--- config.mk ---
export PLATFORM = sky130hd
export DESIGN_NAME = hd_spi_slave
export DESIGN_NICKNAME = d
export VERILOG_FILES = /design/src/rtl/hd_spi_pkg.sv /design/src/rtl/hd_spi_sync.sv /design/src/rtl/hd_spi_cmd_rx.sv /design/src/rtl/hd_spi_rsp_tx.sv /design/src/rtl/hd_spi_slave.sv
export SDC_FILE = /design/constraint.sdc
export NUM_CORES = 1
export LEC_CHECK = 0
export ABC_AREA = 1
export ABC_CLOCK_PERIOD_IN_PS = 2000
export BUFFER_PORTS_ARGS = -buffer_cell sky130_fd_sc_hd__clkbuf_2
export CORE_MARGIN = 4
export CORE_UTILIZATION = 53
export DETAILED_ROUTE_END_ITERATION = 10
export PLACE_DENSITY_LB_ADDON = 0.2
export SETUP_SLACK_MARGIN = 0.5
export SYNTH_ARGS = -nofsm -noshare
export SYNTH_HDL_FRONTEND = slang
export SYNTH_SLANG_ARGS = --single-unit
--- constraint.sdc ---
create_clock -name clk -period 2 [get_ports clk]
set_input_delay 0.3 -clock clk [delete_from_list [all_inputs] [get_ports clk]]
set_output_delay 0.3 -clock clk [all_outputs]
set_load 0.02 [all_outputs]
--- src/rtl/hd_spi_pkg.sv ---
package hd_spi_pkg;

  typedef enum logic [1:0] {
    PH_IDLE = 2'd0,
    PH_CMD  = 2'd1,
    PH_RSP  = 2'd2,
    PH_FIN  = 2'd3
  } phase_e;

  function automatic int addr_w(input int n);
    return (n > 1) ? $clog2(n) : 1;
  endfunction

endpackage

--- src/rtl/hd_spi_sync.sv ---
module hd_spi_sync #(
  parameter int W = 3,
  parameter logic [W-1:0] RST_VAL = '0
) (
  input  logic         clk,
  input  logic         rst,
  input  logic [W-1:0] async_i,
  output logic [W-1:0] level_o
);

  for (genvar g = 0; g < W; g++) begin : g_bit
    logic meta_q, stab_q;
    always_ff @(posedge clk) begin
      if (rst) begin
        meta_q <= RST_VAL[g];
        stab_q <= RST_VAL[g];
      end else begin
        meta_q <= async_i[g];
        stab_q <= meta_q;
      end
    end
    assign level_o[g] = stab_q;
  end

endmodule

--- src/rtl/hd_spi_cmd_rx.sv ---
module hd_spi_cmd_rx #(
  parameter int BYTES  = 10,
  parameter int WORD_W = 8
) (
  input  logic                      clk,
  input  logic                      rst,
  input  logic                      clr,
  input  logic                      shift_en,
  input  logic                      bit_i,
  output logic [BYTES*WORD_W-1:0]   next_word_o,
  output logic                      last_o
);

  localparam int TOT = BYTES * WORD_W;
  localparam int TW  = $clog2(TOT + 1);

  logic [TOT-1:0] shreg_q;
  logic [TW-1:0]  cnt_q;

  assign next_word_o = {shreg_q[TOT-2:0], bit_i};
  assign last_o      = shift_en && (cnt_q == TW'(TOT - 1));

  always_ff @(posedge clk) begin
    if (rst || clr) begin
      shreg_q <= '0;
      cnt_q   <= '0;
    end else if (shift_en) begin
      shreg_q <= next_word_o;
      cnt_q   <= last_o ? '0 : cnt_q + 1'b1;
    end
  end


  cmd_cnt_range_chk: assert property (@(posedge clk) disable iff (rst)
    cnt_q < TW'(TOT));


  cmd_clear_chk: assert property (@(posedge clk) disable iff (rst)
    clr |=> (cnt_q == '0));

endmodule

--- src/rtl/hd_spi_rsp_tx.sv ---
module hd_spi_rsp_tx import hd_spi_pkg::*; #(
  parameter int BYTES  = 10,
  parameter int WORD_W = 8
) (
  input  logic                       clk,
  input  logic                       rst,
  input  logic                       wr_en,
  input  logic [addr_w(BYTES)-1:0]   wr_addr,
  input  logic [WORD_W-1:0]          wr_data,
  input  logic                       hold,
  input  logic                       rise_en,
  input  logic                       fall_en,
  output logic                       bit_o,
  output logic                       last_o
);

  localparam int AW  = addr_w(BYTES);
  localparam int TOT = BYTES * WORD_W;
  localparam int TW  = $clog2(TOT + 1);
  localparam int BW  = (WORD_W > 1) ? $clog2(WORD_W) : 1;

  logic [WORD_W-1:0] mem [BYTES];
  logic [WORD_W-1:0] rd_data_q;
  logic [AW-1:0]     rd_addr_q;
  logic              hold_q;
  logic [WORD_W-1:0] shreg_q;
  logic [BW-1:0]     bitc_q;
  logic [TW-1:0]     tot_q;
  logic              armed_q;
  logic              load;

  // buffer: write port and registered read port
  always_ff @(posedge clk) begin
    if (wr_en && (int'(wr_addr) < BYTES)) mem[wr_addr] <= wr_data;
    rd_data_q <= mem[rd_addr_q];
  end

  assign load   = fall_en && armed_q && (bitc_q == '0);
  assign last_o = rise_en && (tot_q == TW'(TOT - 1));
  assign bit_o  = shreg_q[WORD_W-1];

  always_ff @(posedge clk) begin
    if (rst) begin
      hold_q    <= 1'b1;
      rd_addr_q <= '0;
    end else begin
      hold_q <= hold;
      if (hold)
        rd_addr_q <= '0;
      else if (hold_q)
        rd_addr_q <= (BYTES > 1) ? AW'(1) : '0;
      else if (load && (rd_addr_q != AW'(BYTES - 1)))
        rd_addr_q <= rd_addr_q + 1'b1;
    end
  end

  always_ff @(posedge clk) begin
    if (rst) begin
      shreg_q <= '0;
      bitc_q  <= '0;
      tot_q   <= '0;
      armed_q <= 1'b0;
    end else if (hold) begin
      shreg_q <= rd_data_q;
      bitc_q  <= '0;
      tot_q   <= '0;
      armed_q <= 1'b0;
    end else if (rise_en) begin
      armed_q <= 1'b1;
      bitc_q  <= (bitc_q == BW'(WORD_W - 1)) ? '0 : bitc_q + 1'b1;
      tot_q   <= tot_q + 1'b1;
    end else if (fall_en && armed_q) begin
      armed_q <= 1'b0;
      shreg_q <= load ? rd_data_q : {shreg_q[WORD_W-2:0], 1'b0};
    end
  end


  tx_pause_stable_chk: assert property (@(posedge clk) disable iff (rst)
    (!hold && !rise_en && !fall_en) |=> $stable(shreg_q));


  tx_fall_unarmed_chk: assert property (@(posedge clk) disable iff (rst)
    (!hold && fall_en && !armed_q && !rise_en) |=> $stable(shreg_q));

endmodule

--- src/rtl/hd_spi_slave.sv ---
module hd_spi_slave import hd_spi_pkg::*; #(
  parameter int CMD_BYTES = 10,
  parameter int RSP_BYTES = 10,
  parameter int WORD_W    = 8
) (
  input  logic                            clk,
  input  logic                            rst,
  input  logic                            sclk_i,
  input  logic                            cs_n_i,
  input  logic                            sdio_i,
  output logic                            sdio_o,
  output logic                            sdio_oe,
  output logic [CMD_BYTES*WORD_W-1:0]     cmd_o,
  output logic                            cmd_valid_o,
  input  logic                            rsp_we_i,
  input  logic [addr_w(RSP_BYTES)-1:0]    rsp_addr_i,
  input  logic [WORD_W-1:0]               rsp_wdata_i,
  output logic                            done_o,
  output logic                            abort_o
);

  localparam int CMD_BITS = CMD_BYTES * WORD_W;

  logic [2:0]          pin_lvl;
  logic                cs_low, sclk_lvl, data_lvl, sclk_q;
  logic                sclk_rise, sclk_fall;
  phase_e              phase_q, phase_d;
  logic                cv_d, dn_d, ab_d;
  logic [CMD_BITS-1:0] cmd_next;
  logic                cmd_last, tx_last, tx_bit;

  hd_spi_sync #(.W(3), .RST_VAL(3'b100)) u_sync (
    .clk     (clk),
    .rst     (rst),
    .async_i ({cs_n_i, sclk_i, sdio_i}),
    .level_o (pin_lvl)
  );

  assign cs_low   = ~pin_lvl[2];
  assign sclk_lvl = pin_lvl[1];
  assign data_lvl = pin_lvl[0];

  always_ff @(posedge clk) begin
    if (rst) sclk_q <= 1'b0;
    else     sclk_q <= sclk_lvl;
  end

  assign sclk_rise = sclk_lvl & ~sclk_q;
  assign sclk_fall = ~sclk_lvl & sclk_q;

  hd_spi_cmd_rx #(.BYTES(CMD_BYTES), .WORD_W(WORD_W)) u_cmd (
    .clk         (clk),
    .rst         (rst),
    .clr         (phase_q != PH_CMD),
    .shift_en    ((phase_q == PH_CMD) && cs_low && sclk_rise),
    .bit_i       (data_lvl),
    .next_word_o (cmd_next),
    .last_o      (cmd_last)
  );

  hd_spi_rsp_tx #(.BYTES(RSP_BYTES), .WORD_W(WORD_W)) u_tx (
    .clk     (clk),
    .rst     (rst),
    .wr_en   (rsp_we_i),
    .wr_addr (rsp_addr_i),
    .wr_data (rsp_wdata_i),
    .hold    (phase_q != PH_RSP),
    .rise_en ((phase_q == PH_RSP) && cs_low && sclk_rise),
    .fall_en ((phase_q == PH_RSP) && cs_low && sclk_fall),
    .bit_o   (tx_bit),
    .last_o  (tx_last)
  );

  always_comb begin
    phase_d = phase_q;
    cv_d    = 1'b0;
    dn_d    = 1'b0;
    ab_d    = 1'b0;
    unique case (phase_q)
      PH_IDLE: if (cs_low) phase_d = PH_CMD;
      PH_CMD: begin
        if (!cs_low) begin
          ab_d    = 1'b1;
          phase_d = PH_IDLE;
        end else if (cmd_last) begin
          cv_d    = 1'b1;
          phase_d = PH_RSP;
        end
      end
      PH_RSP: begin
        if (!cs_low) begin
          ab_d    = 1'b1;
          phase_d = PH_IDLE;
        end else if (tx_last) begin
          dn_d    = 1'b1;
          phase_d = PH_FIN;
        end
      end
      PH_FIN: if (!cs_low) phase_d = PH_IDLE;
      default: phase_d = PH_IDLE;
    endcase
  end

  always_ff @(posedge clk) begin
    if (rst) begin
      phase_q     <= PH_IDLE;
      sdio_oe     <= 1'b0;
      cmd_valid_o <= 1'b0;
      done_o      <= 1'b0;
      abort_o     <= 1'b0;
      cmd_o       <= '0;
    end else begin
      phase_q     <= phase_d;
      sdio_oe     <= (phase_d == PH_RSP);
      cmd_valid_o <= cv_d;
      done_o      <= dn_d;
      abort_o     <= ab_d;
      if (cv_d) cmd_o <= cmd_next;
    end
  end

  assign sdio_o = tx_bit;


  oe_off_deselect_chk: assert property (@(posedge clk) disable iff (rst)
    !cs_low |=> !sdio_oe);


  cmd_pulse_single_chk: assert property (@(posedge clk) disable iff (rst)
    cmd_valid_o |=> !cmd_valid_o);


  done_pulse_single_chk: assert property (@(posedge clk) disable iff (rst)
    done_o |=> !done_o);


  done_oe_release_chk: assert property (@(posedge clk) disable iff (rst)
    done_o |-> !sdio_oe);


  abort_exclusive_chk: assert property (@(posedge clk) disable iff (rst)
    abort_o |-> (!cmd_valid_o && !done_o && !sdio_oe));


  fin_no_abort_chk: assert property (@(posedge clk) disable iff (rst)
    (phase_q == PH_FIN) |=> !abort_o);

endmodule

==> key figures <==
Status
  – Outcome: finished clean

Clock network
  – CTS tree: built
  – Maximum count of clock buffers along a single path: 3
  – Max H-tree Level: 1
  – Clock latency on the worst-skew pair: between 500 and 600 ps
  – CTS clock-pin slew for the worst setup and hold paths: 60 ps
  – Number of clock buffers inserted by TritonCTS: 30
  – Clk sink count: roughly 290
  – Buffer type at the clock tree root: sky130_fd_sc_hd__clkbuf_16

Drt
  – First-pass DRT Iterations: 5
  – Routed wire length: 30.2 mm
  – Iteration-0 DRC count of the detailed router: just under 600
  – Vias: ~9,400
  – Routed vias/inst: roughly 5.6
  – Post-detailed-route wirelength per cell: 18.1 µm
  – # DRC: 0
  – Antenna violation net count after detailed routing: 0

Global routing
  – Final global-route overflow total: 0
  – Via count of the first global-routing pass: around 8,000
  – Wire length of the first global-routing pass: about 41 mm
  – Largest net degree at the start of global routing: 66
  – Number of antenna violations at the first check in global routing: 0
  – GR Util All Layers: about 22%

Synthesis
  – EDFF count, synth: 80
  – Complex-gate fraction of the synthesized area: between 10% and 20%
  – Part of the Yosys area used for sequential elements: around 61%
  – Synth cell count leaders: sky130_fd_sc_hd__dfxtp_1, sky130_fd_sc_hd__nand2_1, sky130_fd_sc_hd__a21oi_1
  – Flop and latch count out of synthesis: 291
  – Most instantiated library cell after synthesis: sky130_fd_sc_hd__dfxtp_1
  – Total standard cell area after synthesis: roughly 11,000 µm²
  – Largest family of logic cells by synthesized area: simple AND/OR/NAND/NOR gates
  – Number of nets produced by synthesis: between 1,000 and 1,500
  – Mapped Cells: 1,215
  – Post-synthesis mux area share: 0%
  – Dominant cell type by area after synthesis: sky130_fd_sc_hd__dfxtp_1
  – Yosys synthesis warning count: 0
  – Area fraction in and, or, nand and nor cells after synthesis: about a fifth
  – Post-synth ARST share: 0%
  – Adder-Cell Fraction of Synth Area: under 10%
  – Most used DFF post-synth: sky130_fd_sc_hd__dfxtp_1
  – Post-Syn Area per Cell: around 9 µm²
  – Top cells by area, synth: sky130_fd_sc_hd__dfxtp_1, sky130_fd_sc_hd__edfxtp_1, sky130_fd_sc_hd__a21oi_1
  – Synth Area in XOR/XNOR: less than 1%
  – Fraction of post-synthesis cell area in the top cell type by area: 38.6%
  – Count of distinct cell types in the synthesized netlist: 39

Pwr
  – IR drop worst, VDD: roughly 0.89 mV
  – Static Leakage: around 5.4 nW
  – Pwr dens: approximately 810 nW/µm²
  – Proportion of power drawn by the clock network: a little under half
  – Portion of total power attributed to sequential cells: 51.4%
  – Net switching power: ~2.6 mW
  – Logic pwr share: ~3.3%
  – Internal Pwr Total: between 9 and 10 mW
  – Pwr Total: 11.9 mW
  – Fraction of power spent switching nets: between 20% and 30%

Timing
  – Worst hold slack after final layout: roughly 52 ps
  – Tightest Pin Transition: 379 ps
  – Max Freq: around 0.57 GHz
  – Slew Limit Fails: 0
  – Final worst slack: 233 ps
  – Count of final hold-check violations: 0
  – Setup TNS: 0 ps
  – Time the worst path needs with I/O delays and setup: between 1500 and 2000 ps
  – Clk_skew: ~9.4 ps
  – Headroom to the max-slew limit: roughly three quarters
  – Unrepaired setup endpoints after global routing: true
  – Final-report setup violation count: 0
  – Post-route clock period utilization: about nine tenths

Place
  – Number of buffer cells added on primary ports: slightly above 100
  – Placer's final routability congestion estimate: roughly 0.80
  – Hpwl dp: between 10 and 15 mm
  – Placed cells: 1,552
  – Post-place setup slack: around 200 ps
  – Standard cell area after detailed placement: roughly 12,000 µm²

Critical path
  – Element type at the critical path start: register
  – Start point of the critical path: phase_q[1]$_SDFF_PP0_
  – Nature of the critical path endpoint: register
  – Highest fanout seen on the critical path: 21
  – Crit path required time: approximately 2500 ps
  – WP data arrival: around 2200 ps
  – Worst reg2reg startpoint: phase_q[1]$_SDFF_PP0_
  – WS Path Type: register to register

Die
  – Initial core utilization: a little over half
  – Width of the chip: between 150 and 200 µm
  – Die outline height: between 150 and 200 µm
  – Die area: about 23,000 µm²
  – IO Count: slightly above 100
  – Placeable Area: between 20,000 and 25,000 µm²
  – Placement row count: 52

Final layout
  – Fraction of final layout cells sized beyond drive strength 1: approximately 30%
  – Area growth from synthesis to final layout: 34.1%
  – Summed area of non-filler cells in the final layout: between 10,000 and 15,000 µm²
  – Antenna diode count: 0
  – Final nets: approximately 1,400
  – Utilization after layout: between 70 and 80%
  – Final std cells w/o fill: 1,672

Hold path
  – Class of the worst hold path: primary input to register
  – Worst hold path startpoint: rst

Run
  – Max-capacitance violation count: 0
-- critical path, cell delays in order, from the launching register on --
cell and delay [ps]:
sky130_fd_sc_hd__dfxtp_4 360, sky130_fd_sc_hd__inv_4 60, sky130_fd_sc_hd__ha_4 140, sky130_fd_sc_hd__inv_4 50
sky130_fd_sc_hd__nor2_4 110, sky130_fd_sc_hd__nand2_4 110, sky130_fd_sc_hd__clkinv_8 90, sky130_fd_sc_hd__buf_12 130
sky130_fd_sc_hd__bufbuf_16 310, sky130_fd_sc_hd__nand3_1 140, sky130_fd_sc_hd__a21oi_1 190
-- path summary, 6_finish.rpt --
kind | endpoint | slack [ps] | cells past startpoint
max | cmd_o[79]$_SDFFE_PP0P_ | 230 | 10
min | sdio_oe$_SDFF_PP0_ | 50 | 2
max reg2reg | cmd_o[79]$_SDFFE_PP0P_ | 230 | 10
min reg2reg | u_sync.g_bit[2].stab_q$_SDFF_PP1_ | 430 | 1
-- sequential cells by signal (all words and copies together) (netlist names), 2 cells and up --
signal / cells
cmd_o: 80
phase_q: 2
u_cmd.cnt_q: 7
u_cmd.shreg_q: 79
u_sync.g_bit.meta_q: 3
u_sync.g_bit.stab_q: 3
u_tx.bitc_q: 3
u_tx.mem: 80
u_tx.rd_addr_q: 4
u_tx.rd_data_q: 8
u_tx.shreg_q: 8
u_tx.tot_q: 7
-- layout make-up --
type                            instances  area [µm²]
Clock inverter                         16         134
Multi-Input combinational cell        782        4450
Inverter                               66         277
Timing Repair Buffer                  210        2010
Tap cell                              270         338
Fill cell                            1395        5570
Sequential cell                       291        6640
Clock buffer                           37         818
-- cell usage in the layout, fill, tap and decap left out, types with 17 or more instances in the layout --
cell type | Yosys | routed
sky130_fd_sc_hd__o21ai_1 | 3 | 18
sky130_fd_sc_hd__nand2_1 | 202 | 177
sky130_fd_sc_hd__nor2_1 | 144 | 115
sky130_fd_sc_hd__nor2_4 | 3 | 21
sky130_fd_sc_hd__inv_1 | 62 | 54
sky130_fd_sc_hd__nand3_2 | 0 | 24
sky130_fd_sc_hd__buf_4 | 3 | 56
sky130_fd_sc_hd__a21oi_1 | 159 | 127
sky130_fd_sc_hd__o21ai_0 | 98 | 72
sky130_fd_sc_hd__a21oi_2 | 0 | 32
sky130_fd_sc_hd__buf_12 | 0 | 17
sky130_fd_sc_hd__nand3_1 | 111 | 82
sky130_fd_sc_hd__clkbuf_16 | 0 | 41
sky130_fd_sc_hd__clkbuf_2 | 3 | 101
sky130_fd_sc_hd__edfxtp_1 | 80 | 80
sky130_fd_sc_hd__dfxtp_1 | 211 | 207
-- per-layer routing --
layer | vias up | global-route usage (%) | wire [µm]
li1 | 4438 | - | -
met1 | 4471 | 31.1 | 12700
met2 | 403 | 36.2 | 14300
met3 | 87 | 3.75 | 2190
met4 | 0 | 5.39 | 1110
met5 | - | 0 | 0
-- power by group through the flow --
stage	Clock [mW]	Sequential (mW)	Combinational, mW
2_1_floorplan	0	6.25	0.183
3_3_place_gp	0	6.25	0.305
5_1_grt	5.69	6.13	0.431
6_report	5.39	6.13	0.396
4_1_cts	5.45	6.13	0.329
3_5_place_dp	0	6.25	0.307
-- cell families after synthesis --
kind of cell	after synthesis
xor gates and xnor gates	4
buffers and inverters	144
AOI/OAI and AO/OA	282
adders and majority gates	11
and+or+nand+nor	483
DFF	291
-- repair_timing --
action | CTS | global route
setup buffers | 15 | 24
hold buffers | 3 | 0
gates cloned | 8 | 17
pin swaps | 11 | 64
resized for setup | 43 | 224
hold endpoints to repair | 3 | 0
endpoints found under the setup margin | 178 | 194
(Power assumes the default switching activity.)
